[config.mk]
export PLATFORM = sky130hd
export DESIGN_NAME = skip_seq
export DESIGN_NICKNAME = d
export VERILOG_FILES = /design/src/rtl/skip_pkg.sv /design/src/rtl/skip_lookahead.sv /design/src/rtl/skip_mask_reg.sv /design/src/rtl/skip_seq.sv
export SDC_FILE = /design/constraint.sdc
export NUM_CORES = 1
export LEC_CHECK = 0
export BUFFER_PORTS_ARGS = -buffer_cell sky130_fd_sc_hd__clkbuf_2
export CAP_MARGIN = 20
export CORE_ASPECT_RATIO = 0.75
export CORE_MARGIN = 4
export CORE_UTILIZATION = 55
export DETAILED_ROUTE_END_ITERATION = 16
export HOLD_SLACK_MARGIN = 0.06
export PLACE_DENSITY = 0.82
export SYNTH_ARGS = -nofsm -noshare
export SYNTH_HDL_FRONTEND = slang
export SYNTH_SLANG_ARGS = --single-unit
[constraint.sdc]
create_clock -name clk_i -period 5.4 [get_ports clk_i]
set_input_delay 1.08 -clock clk_i [delete_from_list [all_inputs] [get_ports clk_i]]
set_output_delay 1.08 -clock clk_i [all_outputs]
set_load 0.03 [all_outputs]
[src/rtl/skip_pkg.sv]
package skip_pkg;
  typedef enum logic {
    EXEC_LOCAL  = 1'b0,
    EXEC_STREAM = 1'b1
  } exec_mode_e;
endpackage

[src/rtl/skip_lookahead.sv]
// Counts consecutive ones from bit 0 of a bounded window (saturates at WIN_W).
module skip_lookahead #(
  parameter int WIN_W = 8,
  localparam int CNT_W = $clog2(WIN_W + 1)
) (
  input  logic [WIN_W-1:0] win_i,
  output logic [CNT_W-1:0] run_o
);
  always_comb begin
    run_o = CNT_W'(WIN_W);
    for (int i = WIN_W - 1; i >= 0; i--) begin
      if (!win_i[i]) run_o = CNT_W'(i);
    end
  end
endmodule

[src/rtl/skip_mask_reg.sv]
module skip_mask_reg #(
  parameter int MASK_W = 32,
  parameter int SH_W   = 4
) (
  input  logic              clk_i,
  input  logic              rst_ni,
  input  logic              adv_i,
  input  logic [SH_W-1:0]   shamt_i,
  input  logic              load_i,
  input  logic [MASK_W-1:0] load_val_i,
  output logic [MASK_W-1:0] mask_o
);
  always_ff @(posedge clk_i or negedge rst_ni) begin
    if (!rst_ni)     mask_o <= '0;
    else if (load_i) mask_o <= load_val_i;
    else if (adv_i)  mask_o <= mask_o >> shamt_i;
  end

  AST_HOLD_IDLE: assert property (@(posedge clk_i) disable iff (!rst_ni)
    (!adv_i && !load_i) |=> $stable(mask_o)) else $error("mask changed without advance");

  AST_EMPTY_STAYS: assert property (@(posedge clk_i) disable iff (!rst_ni)
    (mask_o == '0 && !load_i) |=> (mask_o == '0)) else $error("empty mask refilled");
endmodule

[src/rtl/skip_seq.sv]
module skip_seq
  import skip_pkg::*;
#(
  parameter int MASK_W   = 32,
  parameter int LOOK_W   = 8,
  parameter int PC_W     = 20,
  parameter int HUB_STEP = 4,
  localparam int RUN_W   = $clog2(LOOK_W + 1),
  localparam int MAX_INC = (LOOK_W > HUB_STEP) ? LOOK_W : HUB_STEP,
  localparam int INC_W   = $clog2(MAX_INC + 1)
) (
  input  logic              clk_i,
  input  logic              rst_ni,
  input  logic              inst_valid_i,
  input  logic              load_i,
  input  logic [MASK_W-1:0] mask_i,
  input  logic              mode_i,
  input  logic              branch_i,
  input  logic [PC_W-1:0]   pc_i,
  output logic              cancel_o,
  output logic [INC_W-1:0]  pc_inc_o,
  output logic [PC_W-1:0]   seq_pc_o,
  output logic              irq_inhibit_o
);
  logic [MASK_W-1:0] mask_q;
  logic [RUN_W-1:0]  run;
  logic [RUN_W-1:0]  shamt;
  logic              load_eff, branch_eff, adv;
  exec_mode_e        mode;

  assign mode = exec_mode_e'(mode_i);

  skip_lookahead #(.WIN_W(LOOK_W)) u_look (
    .win_i (mask_q[LOOK_W-1:0]),
    .run_o (run)
  );

  assign cancel_o      = inst_valid_i & mask_q[0];
  assign load_eff      = inst_valid_i & load_i & ~cancel_o;
  assign branch_eff    = inst_valid_i & branch_i & ~cancel_o;
  assign adv           = inst_valid_i & ~load_eff;
  assign irq_inhibit_o = |mask_q;

  // Local mode jumps the whole run of cancelled slots; streaming consumes one.
  always_comb begin
    shamt = RUN_W'(1);
    if (mode == EXEC_LOCAL && cancel_o) shamt = run;
  end

  always_comb begin
    if (branch_eff)               pc_inc_o = '0;
    else if (mode == EXEC_STREAM) pc_inc_o = INC_W'(HUB_STEP);
    else if (cancel_o)            pc_inc_o = INC_W'(run);
    else                          pc_inc_o = INC_W'(1);
  end

  assign seq_pc_o = pc_i + PC_W'(pc_inc_o);

  skip_mask_reg #(.MASK_W(MASK_W), .SH_W(RUN_W)) u_mask (
    .clk_i      (clk_i),
    .rst_ni     (rst_ni),
    .adv_i      (adv),
    .shamt_i    (shamt),
    .load_i     (load_eff),
    .load_val_i (mask_i),
    .mask_o     (mask_q)
  );

  AST_CANCEL_NEEDS_ACTIVE: assert property (@(posedge clk_i) disable iff (!rst_ni)
    cancel_o |-> irq_inhibit_o) else $error("cancel while idle");

  AST_STREAM_STEP: assert property (@(posedge clk_i) disable iff (!rst_ni)
    (mode_i && !(inst_valid_i && branch_i && !cancel_o)) |-> (pc_inc_o == INC_W'(HUB_STEP)))
    else $error("streaming step altered");

  AST_LOCAL_JUMP_RANGE: assert property (@(posedge clk_i) disable iff (!rst_ni)
    (!mode_i && cancel_o) |-> (pc_inc_o >= 1 && pc_inc_o <= INC_W'(LOOK_W)))
    else $error("local jump out of range");

  AST_LOAD_TAKES: assert property (@(posedge clk_i) disable iff (!rst_ni)
    (inst_valid_i && load_i && !cancel_o) |=> (irq_inhibit_o == (|$past(mask_i))))
    else $error("executed load not taken");

  AST_NO_CANCEL_IDLE_SLOT: assert property (@(posedge clk_i) disable iff (!rst_ni)
    !inst_valid_i |-> !cancel_o) else $error("cancel without instruction");

  AST_BRANCH_ZERO_INC: assert property (@(posedge clk_i) disable iff (!rst_ni)
    (inst_valid_i && branch_i && !cancel_o) |-> (pc_inc_o == '0))
    else $error("branch increment nonzero");
endmodule

Yosys cells after proc, flatten, opt, wreduce, memory -nomap -nowiden

Cells that the tools add are included.
Widths: inputs -> output; s select.

$add $sub $neg: 1
Shifts and indexed selects: 1
Mux-type cells: 14
Bitwise gates (word level): 9
Reductions and logical operators: 3

Operators by type and width:

| kind              | number |
|---|---|
| $mux 32           | 2 |
| $mux 4            | 12 |
| $reduce_or 32->1  | 1 |
| $shr 32x4->32     | 1 |
| $add 20x4->20     | 1 |
| $and 1x1->1       | 6 |
| $not 1->1         | 3 |
| $reduce_bool 2->1 | 1 |
| $logic_and 1x1->1 | 1 |

Register bits: 32
Input bits: 58
Output and inout bits: 26

Logic depth before layout (Yosys ltp)

Depth after elaboration: 12
Depth in mapped cells: 17
Gate-level depth less buffers: 15

Hierarchy

From an unflattened synthesis, not the netlist that was laid out.

Cells, all modules: 375
Area, all modules: 3578.4 um^2

Modules (own cells, without submodules):

| module         | instances | cells each | area each (um^2) | sequential area each (um^2) |
|---|---|---|---|---|
| skip_mask_reg  | 1         | 270        | 2887.8           | 800.8 |
| skip_seq       | 1         | 91         | 615.6            | 0.0 |
| skip_lookahead | 1         | 14         | 75.1             | 0.0 |

Worst setup path before layout

No wires, ideal clock.

Path kind: input port to output port
Start point: in inst_valid_i
End point: out seq_pc_o[14]
Arrival time: 4149 ps
Slack: 171 ps
Stages: 13
Path buffers: 2
Path through: clkbuf_1 clkbuf_1 a21oi_1 ha_1 inv_1 fa_1 nor2b_1 o21ai_0 nand2b_1 and3_1 nand2b_1 or2_2 xnor2_1

Cells in the longest elaborated chain, start to end: 5
Elaborated cells on any way between the ends: 8
Classes of those cells: add/sub (1); mux (3); bitwise (4)

Ends and longest elaborated chain:

| item                                         | line                           | text |
|---|---|---|
| from (decl)                                  | skip_seq.sv:14                 | `input logic inst_valid_i,` |
| $and 1x1->1                                  | skip_seq.sv:38                 | `assign cancel_o = inst_valid_i & mask_q[0];` |
| $mux 4 / $not 1->1 (equally long branches)   | skip_seq.sv:53, skip_seq.sv:40 |  |
| $mux 4 / $and 1x1->1 (equally long branches) | skip_seq.sv:52, skip_seq.sv:40 |  |
| $mux 4 (*)                                   | skip_seq.sv:51                 | `if (branch_eff) pc_inc_o = '0;` |
| net pc_inc_o[0]                              | skip_seq.sv:21                 | `output logic [INC_W-1:0] pc_inc_o,` |
| $add 20x4->20 (*)                            | skip_seq.sv:57                 | `assign seq_pc_o = pc_i + PC_W'(pc_inc_o);` |
| to (decl)                                    | skip_seq.sv:22                 | `output logic [PC_W-1:0] seq_pc_o,` |

Mark *: on every way through the listed nets, which the timed path passes. The rest lies on a longest branch.

Worst setup path after layout

Start point: in mode_i
End point: out seq_pc_o[19]

Cells in the longest elaborated chain, start to end: 3

Ends and longest elaborated chain:

| item          | line           | text |
|---|---|---|
| from (decl)   | skip_seq.sv:17 | `input logic mode_i,` |
| $mux 4        | skip_seq.sv:52 | `else if (mode == EXEC_STREAM) pc_inc_o = INC_W'(HUB_STEP);` |
| $mux 4        | skip_seq.sv:51 |  |
| $add 20x4->20 | skip_seq.sv:57 |  |

Every way passes these cells.

==> out/metrics.cfg <==
[run_status]
status=completed

[floorplanning]
num_rows=24
core-area_um2=5950
ioPinCount=84
fp.dieW_um=99.4
start_util_pct=58.0
die_h_um=76.6
dieArea_um2=7610

[timing]
tightest_slew_ns=0.912
setup_tns_ns=0
slew_headroom_pct=39.2
setup_viol=0
max_freq_mhz=200
finalHoldViolCount=0
fin_crit_sh_pct=92.8
min_period_ns=5.01
clock_skew_ns=0.0112
rsz0062_at_grt=false
slew_viol_final=0

[final_layout]
largest-register=u_mask.mask_o
regArea_um2=801
reg_top3=u_mask.mask_o x32
n_antenna_cell=0
drive_gt1_share_pct=23.1
n_fill_cell=526
largest_reg_flops=32
stdcell_count=581
nets=566
multi_input_area_um2=2410
area_delta_synth_final_pct=14.0

[logic_synthesis]
yosysMostFrequentCell=nand2_1
ys_ff_latch=32
synth_ff_type=dfrtp_1
yosysTopAreaCell=dfrtp_1
netlist_area_um2=3450
synth_edf_count=0
async_flop_share_pct=100
ys_seq_area_share_pct=23.2
synth_cell_types=58
synthTopCellsByCount=66 x nand2_1, 50 x mux2i_1, 35 x nor2_1
synth_top_area_share_pct=23.2
synth_area_per_cell_um2=7.87
synthTopCellsByArea=dfrtp_1 23%, mux2i_1 15%, nand2_1 7.2%, nor2_1 3.8%, xnor2_1 3.6%
syn_nets=501
yosysWarnings=0
syn_inst=438

[placed_design]
dp_hpwl_um=8620
place.gp.congestion=0.960
dp_cells=574
io_buffers=83

[global_route]
first_global_vias=3635
grt_overflow_total=0
track_usage_pct=29.9
antenna_found_initial=0
grt_pass1_wl_um=18600
grt_max_degree=37

[cts]
cts_resized=0
cts_hold_buf=0
cts_setup_buffers=0
htreeDepth=2
worstSkewPairLatency_ns=0.28
clkTransAtPathRegs_ns=0.06
cts_buffer_depth=2
clock_sinks=32
cts_tree=yes
cts_buffers=5
cts-root-buf=clkbuf_8

[worst_setup_path]
critPathCaptureType=output pin
required_ns=4.32
crit_arrival_ns=3.93
worstPathMaxFanout=10
start_kind=input pin
crit_type=input pin to output pin

[pwr]
leakage_nw=1.86
powerDensity_nw_per_um2=491
ir_drop_v=0.000252

[route]
wirelength_um=11700
avgRoutedWirePerCell_um=20.1
vias_per_cell=6.60
postRouteAntennaNets=0
drc=0
vias=3837
first_pass_iters=5
first_iter_violations=405

[run]
maxCapViolCount=0

[hold_path]
hold_path_class=flip-flop to flip-flop

worst max-delay path, stage by stage:
cell and delay [ns]:
clkbuf_2 0.13, nand4b_1 0.15, or3_1 0.42, clkinv_1 0.22
ha_1 0.37, nor2b_1 0.21, o21ai_0 0.19, nor3b_1 0.57
nand3_1 0.20, xnor2_1 0.17, clkbuf_2 0.22
kinds of logic (layout without fill, tap and decap cells):
| family | count (synthesis) | after routing | share of synthesized area [%] |
|---|---|---|---|
| compound gates | 114 | 114 | 24.2 |
| xor+xnor | 18 | 18 | 4.57 |
| fa+ha+maj | 5 | 5 | 2.03 |
| buf+inv | 51 | 116 | 7.08 |
| flops | 32 | 32 | 23.2 |
| mux | 57 | 57 | 16.8 |
| simple gates | 161 | 161 | 22.1 |
metal layers:
| metal | vias up | track usage (%) | part of all wire [%] |
|---|---|---|---|
| met2 | 275 | 44.9 | 44 |
| met4 | 0 | 9.41 | 2.2 |
| li1 | 1755 | - | - |
| met1 | 1770 | 42.0 | 41 |
| met5 | - | 0 | 0 |
| met3 | 37 | 7.32 | 13 |
final cells by class:
class                      instances  area share, %
sequential                        32           20.4
clock inverter                     1          0.127
inverter                          16           1.53
multi-input combinational        355           61.2
clock buffer                       6           1.85
timing repair buffer              93           12.5
tap                               78           2.48
cells in the final DEF, fill, tap and decap left out, drive strengths merged, types with 3 or more instances in the layout:
| master | netlist | final |
|---|---|---|
| a32oi | 3 | 3 |
| dfrtp | 32 | 32 |
| ha | 4 | 4 |
| nor2b | 3 | 3 |
| mux2 | 7 | 7 |
| a41oi | 8 | 8 |
| xnor2 | 14 | 14 |
| nand2b | 3 | 3 |
| xor2 | 4 | 4 |
| o221ai | 4 | 4 |
| and2 | 3 | 3 |
| clkbuf | 12 | 89 |
| a22oi | 5 | 5 |
| nand2 | 66 | 66 |
| a31oi | 4 | 4 |
| inv | 15 | 15 |
| o22a | 4 | 4 |
| o21ai | 14 | 14 |
| a21oi | 21 | 21 |
| and3 | 10 | 10 |
| or2 | 3 | 3 |
| buf | 23 | 10 |
| a221oi | 9 | 9 |
| nor2 | 35 | 35 |
| nand4 | 5 | 5 |
| o22ai | 8 | 8 |
| a22o | 5 | 5 |
| a211oi | 5 | 5 |
| o211ai | 7 | 7 |
| mux2i | 50 | 50 |
| a222oi | 3 | 3 |
| nand3 | 17 | 17 |
| nor4 | 8 | 8 |
power breakdown:
| group | switching [mW] | internal [mW] |
|---|---|---|
| clock network | 0.0912 | 0.0877 |
| registers | 0.223 | 0.345 |
| logic | 0.699 | 0.485 |
metrics by stage:
stage | util, % | total power [mW] | cell area (um2) | hold slack, ns | setup slack [ns]
5_1_grt | 66.1 | 2.06 | 3930 | 0.581 | 0.160
2_1_floorplan | - | 1.40 | 3450 | 0.496 | 0.171
3_5_place_dp | 64.8 | 1.71 | 3850 | 0.547 | 0.507
4_1_cts | 66.1 | 1.89 | 3930 | 0.559 | 0.492
3_3_place_gp | 64.8 | 1.68 | 3850 | 0.537 | 0.728
6_report | 66.1 | 1.93 | 3930 | 0.571 | 0.390
path summary, 6_finish.rpt:
check	from	endpoint	slack (ns)	cells after the start
min in group asynchronous	rst_ni	u_mask.mask_o[31]	0.90	1
setup reg to reg	u_mask.mask_o[0]	u_mask.mask_o[5]	2.37	8
setup / recovery	mode_i	seq_pc_o[19]	0.39	11
max in group asynchronous	rst_ni	u_mask.mask_o[19]	3.93	1
hold reg to reg	u_mask.mask_o[22]	u_mask.mask_o[22]	0.57	1
hold / removal	u_mask.mask_o[22]	u_mask.mask_o[22]	0.57	1
Power figures use the tool's default switching activity.
